`src/rtl/pwmgen_pkg.sv`:
```
package pwmgen_pkg;
    localparam int CNT_W  = 16;
    localparam int WORD_W = 32;
    localparam int BIT_COMMIT = 30;
    localparam int BIT_RUN    = 31;

    typedef struct packed {
        logic             run;
        logic [CNT_W-1:0] pre;
        logic [CNT_W-1:0] period;
        logic [CNT_W-1:0] high;
    } chan_cfg_t;

    function automatic logic [WORD_W-1:0] pack_word0(chan_cfg_t c);
        return {c.high, c.period};
    endfunction

    function automatic logic [WORD_W-1:0] pack_word1(chan_cfg_t c);
        logic [WORD_W-1:0] w;
        w = '0;
        w[CNT_W-1:0] = c.pre;
        w[BIT_RUN]   = c.run;
        return w;
    endfunction
endpackage

```
`src/rtl/pwmgen_regs.sv`:
```
module pwmgen_regs
    import pwmgen_pkg::*;
#(
    parameter int NCH = 4,
    localparam int SEL_W = (NCH > 1) ? $clog2(NCH) : 1,
    localparam int AW = SEL_W + 3
) (
    input  logic                    clk,
    input  logic                    rst,
    input  logic                    bus_valid,
    input  logic                    bus_write,
    input  logic [AW-1:0]           bus_addr,
    input  logic [WORD_W-1:0]       bus_wdata,
    output logic [WORD_W-1:0]       bus_rdata,
    output chan_cfg_t [NCH-1:0]     stage_cfg,
    output logic [NCH-1:0]          commit
);
    logic [SEL_W-1:0] sel;
    logic             hi_word;
    logic             wr;

    assign sel     = bus_addr[AW-1:3];
    assign hi_word = bus_addr[2];
    assign wr      = bus_valid && bus_write;

    for (genvar c = 0; c < NCH; c++) begin : g_stage
        always_ff @(posedge clk) begin
            if (rst) begin
                stage_cfg[c] <= '0;
                commit[c]    <= 1'b0;
            end else begin
                commit[c] <= 1'b0;
                if (wr && sel == SEL_W'(c)) begin
                    if (!hi_word) begin
                        stage_cfg[c].high   <= bus_wdata[WORD_W-1:CNT_W];
                        stage_cfg[c].period <= bus_wdata[CNT_W-1:0];
                    end else begin
                        stage_cfg[c].pre <= bus_wdata[CNT_W-1:0];
                        stage_cfg[c].run <= bus_wdata[BIT_RUN];
                        commit[c]        <= bus_wdata[BIT_COMMIT];
                    end
                end
            end
        end
    end

    always_comb begin
        bus_rdata = '0;
        for (int c = 0; c < NCH; c++) begin
            if (sel == SEL_W'(c)) begin
                bus_rdata = hi_word ? pack_word1(stage_cfg[c]) : pack_word0(stage_cfg[c]);
            end
        end
    end
endmodule

```
`src/rtl/pwmgen_chan.sv`:
```
module pwmgen_chan
    import pwmgen_pkg::*;
(
    input  logic      clk,
    input  logic      rst,
    input  chan_cfg_t stage,
    input  logic      commit,
    output logic      out,
    output logic      at_last,
    output logic      apply,
    output logic      pend,
    output logic      running
);
    chan_cfg_t        act_q;
    chan_cfg_t        pend_cfg_q;
    logic             pend_q;
    logic [CNT_W-1:0] pre_cnt_q;
    logic [CNT_W-1:0] per_cnt_q;
    logic             pre_wrap;
    logic             now_apply;
    logic             late_apply;

    assign pre_wrap   = (pre_cnt_q == act_q.pre);
    assign at_last    = act_q.run && pre_wrap && (per_cnt_q == act_q.period);
    assign now_apply  = commit && !act_q.run;
    assign late_apply = pend_q && at_last;
    assign apply      = now_apply || late_apply;
    assign pend       = pend_q;
    assign running    = act_q.run;
    assign out        = act_q.run && (per_cnt_q < act_q.high);

    always_ff @(posedge clk) begin
        if (rst) begin
            act_q      <= '0;
            pend_cfg_q <= '0;
            pend_q     <= 1'b0;
            pre_cnt_q  <= '0;
            per_cnt_q  <= '0;
        end else begin
            if (commit) begin
                pend_cfg_q <= stage;
            end
            if (now_apply) begin
                act_q     <= stage;
                pend_q    <= 1'b0;
                pre_cnt_q <= '0;
                per_cnt_q <= '0;
            end else if (late_apply) begin
                act_q     <= pend_cfg_q;
                pend_q    <= commit;
                pre_cnt_q <= '0;
                per_cnt_q <= '0;
            end else begin
                pend_q <= pend_q || commit;
                if (!act_q.run) begin
                    pre_cnt_q <= '0;
                    per_cnt_q <= '0;
                end else if (pre_wrap) begin
                    pre_cnt_q <= '0;
                    per_cnt_q <= (per_cnt_q == act_q.period) ? '0 : per_cnt_q + 1'b1;
                end else begin
                    pre_cnt_q <= pre_cnt_q + 1'b1;
                end
            end
        end
    end
endmodule

```
`src/rtl/pwmgen_top.sv`:
```
module pwmgen_top
    import pwmgen_pkg::*;
#(
    parameter int NCH = 4,
    localparam int SEL_W = (NCH > 1) ? $clog2(NCH) : 1,
    localparam int AW = SEL_W + 3
) (
    input  logic              clk,
    input  logic              rst,
    input  logic              bus_valid,
    input  logic              bus_write,
    input  logic [AW-1:0]     bus_addr,
    input  logic [WORD_W-1:0] bus_wdata,
    output logic [WORD_W-1:0] bus_rdata,
    output logic [NCH-1:0]    pwm_out
);
    chan_cfg_t [NCH-1:0] stage_cfg;
    logic [NCH-1:0]      commit;
    logic [NCH-1:0]      chan_last;
    logic [NCH-1:0]      chan_apply;
    logic [NCH-1:0]      chan_pend;
    logic [NCH-1:0]      chan_run;

    pwmgen_regs #(.NCH(NCH)) u_regs (
        .clk       (clk),
        .rst       (rst),
        .bus_valid (bus_valid),
        .bus_write (bus_write),
        .bus_addr  (bus_addr),
        .bus_wdata (bus_wdata),
        .bus_rdata (bus_rdata),
        .stage_cfg (stage_cfg),
        .commit    (commit)
    );

    for (genvar c = 0; c < NCH; c++) begin : g_chan
        pwmgen_chan u_chan (
            .clk     (clk),
            .rst     (rst),
            .stage   (stage_cfg[c]),
            .commit  (commit[c]),
            .out     (pwm_out[c]),
            .at_last (chan_last[c]),
            .apply   (chan_apply[c]),
            .pend    (chan_pend[c]),
            .running (chan_run[c])
        );
    end
endmodule

```
`config.mk`:
```
export PLATFORM = sky130hd
export DESIGN_NAME = pwmgen_top
export DESIGN_NICKNAME = d
export VERILOG_FILES = /design/src/rtl/pwmgen_pkg.sv /design/src/rtl/pwmgen_regs.sv /design/src/rtl/pwmgen_chan.sv /design/src/rtl/pwmgen_top.sv
export SDC_FILE = /design/constraint.sdc
export NUM_CORES = 2
export LEC_CHECK = 0
export BUFFER_PORTS_ARGS = -buffer_cell sky130_fd_sc_hd__buf_2
export CAP_MARGIN = 10
export CORE_MARGIN = 4
export CORE_UTILIZATION = 63
export DETAILED_ROUTE_END_ITERATION = 8
export GPL_ROUTABILITY_DRIVEN = 0
export MAX_ROUTING_LAYER = met4
export PLACE_DENSITY = 0.8
export SETUP_SLACK_MARGIN = 0.5
export SYNTH_ARGS = -nofsm -noshare
export SYNTH_HDL_FRONTEND = slang
export SYNTH_SLANG_ARGS = --single-unit
```
`constraint.sdc`:
```
create_clock -name clk -period 7.6 [get_ports clk]
set_clock_uncertainty 0.2 [all_clocks]
set_input_delay 1.9 -clock clk [delete_from_list [all_inputs] [get_ports clk]]
set_output_delay 1.9 -clock clk [all_outputs]
set_load 0.01 [all_outputs]
```
; ---- Word-level counts from Yosys, hierarchy flattened
; Cells that the tools add are included.
; Widths: inputs -> output; s select.
[word_totals]
ff_bits = 724
out_inout_bits = 36
[op_classes]
n_lt_le_gt_ge = 4
reduce_logical = 62
muxes = 25
n_addsub = 8
n_eq_ne = 11
bitwise_logic = 9
[op_table]
columns = cell, n
row1 = $mux 49, 8
row2 = $mux 32, 8
row3 = $add 16x1->16 const B, 8
row4 = $eq 16x16->1, 8
row5 = $lt 16x16->1, 4
row6 = $mux 16, 4
row7 = $logic_and 1x1->1, 25
row8 = $reduce_or 5->1, 4
row9 = $reduce_and 2->1, 8
row10 = $reduce_or 2->1, 8
row11 = $reduce_or 4->1, 4
row12 = $not 1->1, 9
row13 = $reduce_bool 2->1, 4
row14 = $mux 1, 5
row15 = $eq 2x2->1 const B, 2
row16 = $logic_not 1->1, 4
row17 = $logic_or 1x1->1, 4
row18 = $eq 2x1->1 const B, 1
row19 = $logic_not 2->1, 1

; ---- Logic depth before layout (Yosys ltp)
[depth]
ltp_word = 6
ltp_mapped = 9

; ---- Hierarchy
; A second synthesis with hierarchy kept.
[unflattened]
hier_cells = 3376
hier_area_um2 = 33377.0
[by_module_without_submodules]
columns = mod, cells_each, seq_area_each_um2, area_each_um2, instances
row1 = pwmgen_chan (g_chan[0].u_chan ...), 637, 2622.5, 6009.5, 3
row2 = pwmgen_regs, 826, 4003.8, 9356.5, 1
row3 = pwmgen_chan (g_chan[3].u_chan), 639, 2622.5, 5992.0, 1

; ---- Worst setup path before layout
; OpenSTA, ideal clock, no wires.
[synth_path]
path_type = input-to-output
from = input bus_addr[3]
to = output bus_rdata[10]
n_path_buf = 3
cell_stages = 5
path_slack_ns = 1.943
t_required_ns = 5.500
arrival_ns = 3.557
cell_sequence = clkbuf_1 buf_1 buf_2 mux4_2 mux2_2
[synth_between]
elab_chain_len = 5
elab_cells_between_ends = 8
[synth_lines]
columns = element, line_no
row1 = from (decl), pwmgen_top.sv:12  ; input logic [AW-1:0] bus_addr,
row2 = $logic_not 2->1, pwmgen_regs.sv:50  ; if (sel == SEL_W'(c)) begin
row3 = $mux 32 (3 in series), pwmgen_regs.sv:50
row4 = $mux 32 (*), pwmgen_regs.sv:50
row5 = to (decl), pwmgen_top.sv:14  ; output logic [WORD_W-1:0] bus_rdata,
; Mark *: on every way between the ends. The rest lies on a longest branch, timed or not.

; ---- Worst setup path after layout
[layout_path]
from = input bus_addr[3]
to = output bus_rdata[3]
; The elaborated chain is that of the path after synthesis.

==> impl_results.md <==
- Hold Crit Depth: 2
- Top post-synthesis cells by area: dfxtp_1, nor2_1, mux2i_1, nand2_1, xnor2_1
- Clk_lat worst skew: 630 ps
- Min-Delay Path Class: flip-flop to flip-flop
- Worst path arrival time: 3830 ps
- Kind of critical path: input pin to primary output
- Number of global-route vias before repair: 25210
- DRC viols: 0
- Min Tclk post-route: 5930 ps
- Setup crit end kind: primary output
- Clock transition at path regs: 60 ps
- Async SR Flop Fraction: 0
- Fin cells: 4253
- Gr ovfl total: 0
- Max rail drop VDD: 0.1738 mV
- Worst-Margin Slew: 1263 ps
- Die height: 233.4 µm
- Gates resized, CTS repair: 0
- Pleak: 0.01260 µW
- Post-Syn Instances: 3598
- Wire length of the first global-routing pass: 137.5 mm
- Slew HR: 0.1537
- Post-synth EDFFs: 0
- CTS tree: done
- Final setup fails: 0
- Final Slew Violations: 0
- Hold_buf cts: 0
- I/O pin count: 77
- Core Area: 50170 µm²
- DIE WIDTH: 233.4 µm
- Met3 WL: 7.620 mm
- Cells after DPL: 4119
- Clock root cell: clkbuf_16
- Reg2reg setup slack: 4460 ps
- Reg2reg start: g_chan[0].u_chan.per_cnt_q[2]
- Total track usage: 0.3238
- WL met2: 39.44 mm
- WL met1: 34.89 mm
- Routed Antenna Nets: 0
- Share of the synthesized area in the top cell type: 0.4528
- Mapped Avg Cell Area: 8.896 µm²
- Fill cells: 3696
- Final TNS setup: 0 ps
- Syn-to-layout area delta: 8.869%
- Starting Density: 0.6380
- Synth Cell Area: 32010 µm²
- DRT Pass-1 Iters: 6
- Final WL: 87.04 mm
- R2R depth: 7
- Full die area: 54480 µm²
- Initial antenna violation count: 3
- Ys flop type: dfxtp_1
- Seq/Total Area, Yosys: 0.4528
- FF-to-FF End: g_chan[0].u_chan.act_q[30]
- Worst Setup SP: bus_addr[3]
- Avg Vias per Cell: 6.125
- Layout cells sized above 1: 0.1079
- Syn nets: 3707
- Largest net degree at the start of global routing: 258
- #FFs+latches synth: 724
- PortBufs: 74
- Fmax: 168.6 MHz
- PD cells: 221.8 nW/µm²
- Tcrit/Tclk final: 0.7803
- # H-tree levels: 3
- RSZ-0062 raised after global routing: no
- Startpoint Class: input pin
- Wire per inst: 20.47 µm
- Bufs on Longest Clock Path: 3
- CTS Buf Count: 74
- Outcome: complete, no violations
- Nets: 3632
- Cell Rows: 82
- Critical Path RT: 5500 ps
- Starting DRT DRC Count: 2761
- Dpl hpwl: 59.00 mm
- Hold Vio Cnt, Final: 0
- Max cap viols: 0
- Synth Warn #: 0
- Critical Path Sink: bus_rdata[3]
- # Post-CTS Setup Buffers: 0
- Total Power: 7729 µW
- Cell variety after synth: 55
- CTS Sinks: 724
- Dominant cell type by area after synthesis: dfxtp_1
- Routed vias: 26050
- Crit-path max FO: 54
- Top sig layer: met4
-- power breakdown --
group	total, µW	switching [µW]	internal (µW)	leakage, µW
registers	3840	26.8	3820	0.00584
clock network	3620	1530	2090	0.00117
logic	268	182	85.5	0.00560
-- synth_stat cells (23+ instances only) --
| cell | instances |
|---|---|
| xor2_1 | 87 |
| ha_1 | 68 |
| nand2_1 | 449 |
| xnor2_1 | 152 |
| dfxtp_1 | 724 |
| o221a_1 | 30 |
| mux4_2 | 49 |
| nand3_1 | 53 |
| nand4_1 | 68 |
| buf_2 | 27 |
| nor2_1 | 700 |
| clkbuf_1 | 191 |
| nor2b_1 | 27 |
| o21ai_0 | 51 |
| a21o_1 | 23 |
| a31oi_1 | 45 |
| a21oi_1 | 218 |
| inv_1 | 78 |
| and3_1 | 29 |
| nor3_1 | 25 |
| o221a_2 | 69 |
| mux2i_1 | 245 |
| a211oi_1 | 54 |
-- per-stage QoR --
stage	setup WS (ps)	util	hold WS (ps)	cell area [µm²]
6_report	1670	0.6946	269.1	34850
5_1_grt	1573	0.6946	302.7	34850
4_1_cts	1656	0.6944	270.2	34840
3_5_place_dp	1662	0.6466	259.3	32440
3_3_place_gp	1679	0.6466	257.2	32440
2_1_floorplan	1943	-	237.0	32010
-- placed cells by master, fill, tap and decap left out, types with 7 or more instances in the layout --
cell type	netlist	routed
mux2i_1	245	245
o21ai_0	51	51
o221a_1	30	30
a31oi_1	45	45
nor3_1	25	23
xnor2_1	152	152
nand4_1	68	68
buf_2	27	72
buf_4	7	32
a21oi_1	218	218
nand2b_1	17	14
clkbuf_8	0	13
a21o_1	23	23
nor2_1	700	698
mux2_2	17	17
a211oi_1	54	54
and3_1	29	29
o221a_2	69	69
xor2_1	87	87
clkbuf_1	191	18
clkinv_2	0	10
ha_1	68	68
nand3_1	53	53
nor2b_1	27	27
mux4_2	49	49
and4_1	8	7
nor4_2	4	7
clkbuf_16	0	75
nand2_1	449	448
inv_1	78	78
dfxtp_1	724	720
-- per-layer routing --
layer / up-vias / global-route usage
met5: - / -
met1: 12430 / 0.4166
met2: 1252 / 0.4969
met4: 0 / 0.1660
li1: 12110 / -
met3: 260 / 0.05146
-- state kept, by name, indices dropped and copies added (netlist names) --
register and count:
g_chan.u_chan.per_cnt_q 64, u_regs.commit 4, g_chan.u_chan.act_q 192, g_chan.u_chan.pre_cnt_q 64, g_chan.u_chan.running 4, g_chan.u_chan.pend 4, u_regs.stage_cfg 196, g_chan.u_chan.pend_cfg_q 196
-- kinds of logic after synthesis --
group / share of synthesized area
AOI/OAI and AO/OA: 0.1075
xor gates and xnor gates: 0.06540
adders and majority gates: 0.02658
buffers and inverters: 0.04440
DFF: 0.4528
muxes: 0.1171
and+or+nand+nor: 0.1862
-- critical path, cell delays in order --
cell    delay (ps)
buf_4          760
mux4_2         650
mux2_2         330
buf_2          150
-- final cells by class --
type | instances | area [µm²] | area share
sequential | 724 | 14500 | 0.4161
timing repair buffer | 107 | 655.6 | 0.01881
multi-input combinational | 2538 | 16150 | 0.4636
tap | 672 | 840.8 | 0.02413
inverter | 78 | 292.8 | 0.008402
clock buffer | 106 | 2123 | 0.06093
antenna | 3 | 7.507 | 0.0002154
clock inverter | 25 | 275.3 | 0.007899
-- worst min-delay path by stage --
| stage | from | endpoint | slack [ps] |
|---|---|---|---|
| 5_1_grt | g_chan[2].u_chan.act_q[9] | g_chan[2].u_chan.act_q[9] | 300 |
| 4_1_cts | g_chan[0].u_chan.act_q[12] | g_chan[0].u_chan.act_q[12] | 270 |
| 2_1_floorplan | g_chan[3].u_chan.pre_cnt_q[0] | g_chan[3].u_chan.pre_cnt_q[0] | 240 |
| 3_3_place_gp | g_chan[1].u_chan.act_q[15] | g_chan[1].u_chan.act_q[15] | 260 |
| 6_report | g_chan[1].u_chan.act_q[13] | g_chan[1].u_chan.act_q[13] | 270 |
| 3_5_place_dp | g_chan[0].u_chan.act_q[12] | g_chan[0].u_chan.act_q[12] | 260 |
Note: power is estimated with default switching activity, not from simulation.
